==> src/rtl/i2c_rescue_pkg.sv <==
package i2c_rescue_pkg;

  typedef enum logic [1:0] {
    RS_IDLE  = 2'd0,
    RS_RUN   = 2'd1,
    RS_CHECK = 2'd2
  } rescue_state_t;

  // Number of steps in a run for a given count of clock pulses.
  function automatic int rescue_steps(input int pulses);
    return 3 + 2 * pulses + 3;
  endfunction

  // Line release pattern for a step: {scl_release, sda_release}.
  function automatic logic [1:0] step_lines(input int idx, input int pulses);
    int k;
    logic [1:0] r;
    k = idx - 3;
    if (idx == 0)                    r = 2'b11;
    else if (idx == 1)               r = 2'b10;
    else if (idx == 2)               r = 2'b00;
    else if (k < 2 * pulses)         r = (k % 2 == 0) ? 2'b11 : 2'b01;
    else if (k == 2 * pulses)        r = 2'b00;
    else if (k == 2 * pulses + 1)    r = 2'b10;
    else                             r = 2'b11;
    return r;
  endfunction

endpackage

==> src/rtl/i2c_rescue_timer.sv <==
module i2c_rescue_timer #(
  parameter int DLY_W = 8
) (
  input  logic             clk,
  input  logic             rst_n,
  input  logic             load,
  input  logic             run,
  input  logic [DLY_W-1:0] limit,
  output logic             step_end
);
  logic [DLY_W-1:0] cnt;

  assign step_end = run && (cnt == limit);

  always_ff @(posedge clk) begin
    if (!rst_n)                cnt <= '0;
    else if (load || step_end) cnt <= '0;
    else if (run)              cnt <= cnt + 1'b1;
  end
endmodule

==> src/rtl/i2c_rescue_stepper.sv <==
module i2c_rescue_stepper
  import i2c_rescue_pkg::*;
#(
  parameter int PULSES = 9
) (
  input  logic       clk,
  input  logic       rst_n,
  input  logic       load,
  input  logic       adv,
  output logic       last,
  output logic [1:0] lines
);
  localparam int TOTAL = rescue_steps(PULSES);
  localparam int SW    = $clog2(TOTAL);

  logic [SW-1:0] idx;

  assign last  = (idx == SW'(TOTAL - 1));
  assign lines = step_lines(int'(idx), PULSES);

  always_ff @(posedge clk) begin
    if (!rst_n)            idx <= '0;
    else if (load)         idx <= '0;
    else if (adv && !last) idx <= idx + 1'b1;
  end
endmodule

==> src/rtl/i2c_bus_rescue.sv <==
module i2c_bus_rescue
  import i2c_rescue_pkg::*;
#(
  parameter int DLY_W  = 8,
  parameter int PULSES = 9
) (
  input  logic             clk,
  input  logic             rst_n,
  input  logic             start_req,
  input  logic             xfer_req,
  input  logic             bus_busy_in,
  input  logic [DLY_W-1:0] delay_cyc,
  input  logic             scl_in,
  input  logic             sda_in,
  output logic             scl_oe,
  output logic             sda_oe,
  output logic             override_en,
  output logic             busy,
  output logic             done,
  output logic             fail,
  output logic             engine_rst,
  output logic             xfer_go,
  output logic             xfer_drop
);
  rescue_state_t    st;
  logic [DLY_W-1:0] dly_q;
  logic             pend_q;

  // Named internal events
  logic       bus_ok;
  logic       trigger;
  logic       step_end;
  logic       last_step;
  logic [1:0] rel;
  logic       in_run;
  logic       in_check;
  logic       lines_high;

  assign bus_ok     = !bus_busy_in && scl_in && sda_in;
  assign in_run     = (st == RS_RUN);
  assign in_check   = (st == RS_CHECK);
  assign trigger    = (st == RS_IDLE) && (start_req || (xfer_req && !bus_ok));
  assign lines_high = scl_in && sda_in;

  i2c_rescue_timer #(.DLY_W(DLY_W)) u_timer (
    .clk      (clk),
    .rst_n    (rst_n),
    .load     (trigger),
    .run      (in_run),
    .limit    (dly_q),
    .step_end (step_end)
  );

  i2c_rescue_stepper #(.PULSES(PULSES)) u_step (
    .clk   (clk),
    .rst_n (rst_n),
    .load  (trigger),
    .adv   (step_end),
    .last  (last_step),
    .lines (rel)
  );

  always_ff @(posedge clk) begin
    if (!rst_n) begin
      st     <= RS_IDLE;
      dly_q  <= '0;
      pend_q <= 1'b0;
    end else begin
      unique case (st)
        RS_IDLE: if (trigger) begin
          st     <= RS_RUN;
          dly_q  <= delay_cyc;
          pend_q <= xfer_req;
        end
        RS_RUN:   if (step_end && last_step) st <= RS_CHECK;
        RS_CHECK: st <= RS_IDLE;
        default:  st <= RS_IDLE;
      endcase
    end
  end

  assign override_en = in_run;
  assign scl_oe      = in_run && !rel[1];
  assign sda_oe      = in_run && !rel[0];
  assign busy        = in_run || in_check;
  assign done        = in_check;
  assign engine_rst  = in_check;
  assign fail        = in_check && !lines_high;
  assign xfer_go     = ((st == RS_IDLE) && xfer_req && bus_ok && !start_req)
                     || (in_check && pend_q && lines_high);
  assign xfer_drop   = in_check && pend_q && !lines_high;
endmodule

==> config.mk <==
export PLATFORM = sky130hd
export DESIGN_NAME = i2c_bus_rescue
export DESIGN_NICKNAME = d
export VERILOG_FILES = /design/src/rtl/i2c_rescue_pkg.sv /design/src/rtl/i2c_rescue_timer.sv /design/src/rtl/i2c_rescue_stepper.sv /design/src/rtl/i2c_bus_rescue.sv
export SDC_FILE = /design/constraint.sdc
export NUM_CORES = 1
export LEC_CHECK = 0
export ABC_AREA = 1
export ABC_CLOCK_PERIOD_IN_PS = 2400
export CAP_MARGIN = 40
export CORE_ASPECT_RATIO = 1.5
export CORE_MARGIN = 2
export CORE_UTILIZATION = 40
export DETAILED_ROUTE_END_ITERATION = 10
export DONT_BUFFER_PORTS = 1
export PLACE_DENSITY = 0.51
export SYNTH_ARGS = -nofsm -noshare
export SYNTH_HDL_FRONTEND = slang
export SYNTH_SLANG_ARGS = --single-unit
==> constraint.sdc <==
create_clock -name clk -period 2.4 [get_ports clk]
set_input_delay 0.48 -clock clk [delete_from_list [all_inputs] [get_ports clk]]
set_output_delay 0.48 -clock clk [all_outputs]
set_load 0.1 [all_outputs]
==> key figures <==
Run status
  • Outcome: complete, no violations

STA
  • Final WS setup: around 42 ps
  • Clk_skew: 3.98 ps
  • Final Hold Viols: 0
  • Finish-stage setup viols: 0
  • Period utilization: a little under 100%
  • Unrepaired setup endpoints after global routing: yes
  • Measured slew at the worst slew-check pin: between 500 and 600 ps
  • Max Slew Vio Count: 0
  • Achievable Freq: 424 MHz
  • Final setup TNS: 0 ps
  • WHS: ~320 ps
  • Rel. slew slack: around 64%
  • Min Tclk post-route: between 2000 and 2500 ps

Floorplanning
  • IO Count: 24
  • Die height: between 70 and 80 um
  • Core area: approximately 0.0034 mm2
  • Starting Density: between 40% and 50%
  • Die area: 0.00394 mm2
  • Std cell rows: 26
  • Die Width: between 50 and 60 um

Placement
  • Setup slack at placement: roughly 180 ps
  • IO buf count: 0
  • DP HPWL: 2.34 mm
  • Placed cells: 260
  • Placer Congestion: approximately 0.78
  • Placed cell area: roughly 0.0016 mm2

Detailed routing
  • Residual DRC: 0
  • Met3 wire length: 46 um
  • DRT iter0 DRCs: 11
  • Metal-1 WL: between 1 and 1.5 mm
  • Via density: about 4.7
  • Drt pass-1 iters: 3
  • Final ANT Viol Nets: 0
  • Highest metal used: met4
  • DRT Wirelength: 2.98 mm
  • Routed wl met2: around 1.7 mm
  • Via count: approximately 1300
  • DR WL/cell: 11.2 um

Final layout
  • Final Cell Area: between 0.0015 and 0.002 mm2
  • Seq. cell area: ~500 um2
  • Layout net count: ~250
  • Area delta synth->final: 25.2%
  • Non-Filler Instances: ~270
  • # fillers: between 300 and 400
  • Final core utilization: approximately 52%
  • Area of the multi-input gates: roughly 850 um2
  • Number of diodes: 0
  • Layout cells sized above 1: approximately 18%

GRT
  • First-pass GRT wire length: 4.93 mm
  • Vias in the first global route: around 1200
  • All-Layer GR Usage: around 16%
  • Largest net degree at the start of global routing: 15
  • Grt ovf: 0
  • Initial antenna violation count: 0

Worst setup path
  • Element type at the critical path end: output pin
  • First element of the critical path: u_step.idx[0]
  • Arr. time, crit path: about 1900 ps
  • Worst Reg2Reg Path Length in Cells: 11
  • CP max FO: 6
  • Slowest-stage cell, CP: dfxtp_4
  • WP buf/inv: 2
  • CP Class: flop to output pin
  • Worst r2r src: st[1]
  • Worst path cell trace: ha_4 -> nand2_2 -> inv_2 -> nor2_4 -> nand2_2 -> nor2_4 -> nand2_2 -> a21oi_2 -> a21oi_2 -> a21oi_4 -> buf_12
  • CP most frequent cell: nand2_2
  • R2R setup slack: 740 ps
  • CP Launch Type: flop
  • CP max stage delay: around 380 ps
  • Reg-to-reg endpoint: u_step.idx[0]
  • CP delay by family, top: simple AND/OR/NAND/NOR gates
  • Critical path required time: 1920 ps

Clock tree
  • CTS tree: done
  • Hold Buf Count CTS: 0
  • Worst-Skew Late Latency: approximately 260 ps
  • Worst-path clk slew: 80 ps
  • CTS Sinks: 24
  • CTS Root Buffer Type: clkbuf_8
  • Maximum root-to-sink buffer count: 2
  • CTS H-tree depth: 1
  • Cts bufs inserted: 3

Power
  • VDD IR max: roughly 0.00036 V
  • Pwr Total: 1.13 mW
  • Power density over the cells: approximately 650 mW/mm2
  • Leak: 0.727 nW

Logic synthesis
  • FF+latch count, synth: 24
  • Synth Cell Area: between 0.001 and 0.0015 mm2
  • Post-Syn Nets: between 200 and 250
  • Syn Area/Cell: roughly 6.5 um2
  • Synthesized instance count: 211
  • Distinct cells, synth: 21
  • Post-synthesis sequential area ratio: approximately a third
  • YS warnings: 0

Run
  • Max-Cap Viols: 0

Worst hold path
  • Min-delay worst type: input port to flop
  • WHS Path Cells: 2
  • Hold EP: st[0]
  • Startpoint of the worst hold path: rst_n
[registers in the layout, indices dropped and copies added (netlist names)]
register and count:
dly_q 8, pend_q 1, st 2, u_step.idx 5, u_timer.cnt 8
[worst max path at each step]
stage	end	slack [ps]	cells after the start
after detailed placement	scl_oe	180	11
final	scl_oe	40	11
after CTS	scl_oe	4	11
after global placement	scl_oe	250	11
after global routing	scl_oe	-40	11
after floorplan	sda_oe	-8	6
[where the power goes]
part	internal [mW]	total, mW	switching [mW]
Combinational	0.109	0.399	0.290
Sequential	0.435	0.459	0.0242
Clock	0.146	0.270	0.124
Total	0.690	1.13	0.438
[synth_stat cells (all sizes together)]
library cell / number / area [um2]
nand2: 54 / 208
inv: 35 / 131
nor2: 33 / 134
dfxtp: 24 / 480
a21oi: 21 / 109
o21ai: 12 / 60.1
nand3: 11 / 55.1
ha: 8 / 100
xor2: 6 / 52.6
buf: 2 / 12.5
clkbuf: 1 / 3.75
nand4: 1 / 6.26
nor3b: 1 / 12.5
o211ai: 1 / 7.51
o22ai: 1 / 6.26
[final cells by class]
| class | instances | share of cell area [%] |
|---|---|---|
| multi-input cells | 149 | 49.2 |
| inverters | 35 | 7.61 |
| well taps | 42 | 3.04 |
| repair buffers | 12 | 8.84 |
| flip-flops and latches | 24 | 28.1 |
| clock buffers | 4 | 3.19 |
[cells in the final DEF, fill, tap and decap left out, drive strengths merged]
master | netlist | layout
a21oi | 21 | 21
buf | 2 | 12
clkbuf | 1 | 4
dfxtp | 24 | 24
ha | 8 | 8
inv | 35 | 35
nand2 | 54 | 54
nand3 | 11 | 11
nand4 | 1 | 1
nor2 | 33 | 33
nor3b | 1 | 1
o211ai | 1 | 1
o21ai | 12 | 12
o22ai | 1 | 1
xor2 | 6 | 6
[logic make-up after synthesis]
| group | after synthesis | synth area share, % |
|---|---|---|
| flip-flops | 24 | 34.8 |
| buffers and inverters | 38 | 10.7 |
| adder cells (fa/ha/maj) | 8 | 7.26 |
| AND/OR/NAND/NOR | 100 | 30.1 |
| AO/OA/AOI/OAI | 35 | 13.2 |
| XOR/XNOR | 6 | 3.81 |
[metal layers]
| layer | GRT usage (%) | up-vias |
|---|---|---|
| met5 | 0 | - |
| met3 | 1.18 | 2 |
| met2 | 31.1 | 10 |
| met1 | 16.7 | 561 |
| li1 | - | 677 |
| met4 | 4.74 | 0 |
[timing repair]
item,in CTS,in global routing
gates resized for setup,5,10
setup buffers,0,2
setup endpoints to repair,1,1
pin swaps,1,7
Note: power is estimated with default switching activity, not from simulation.
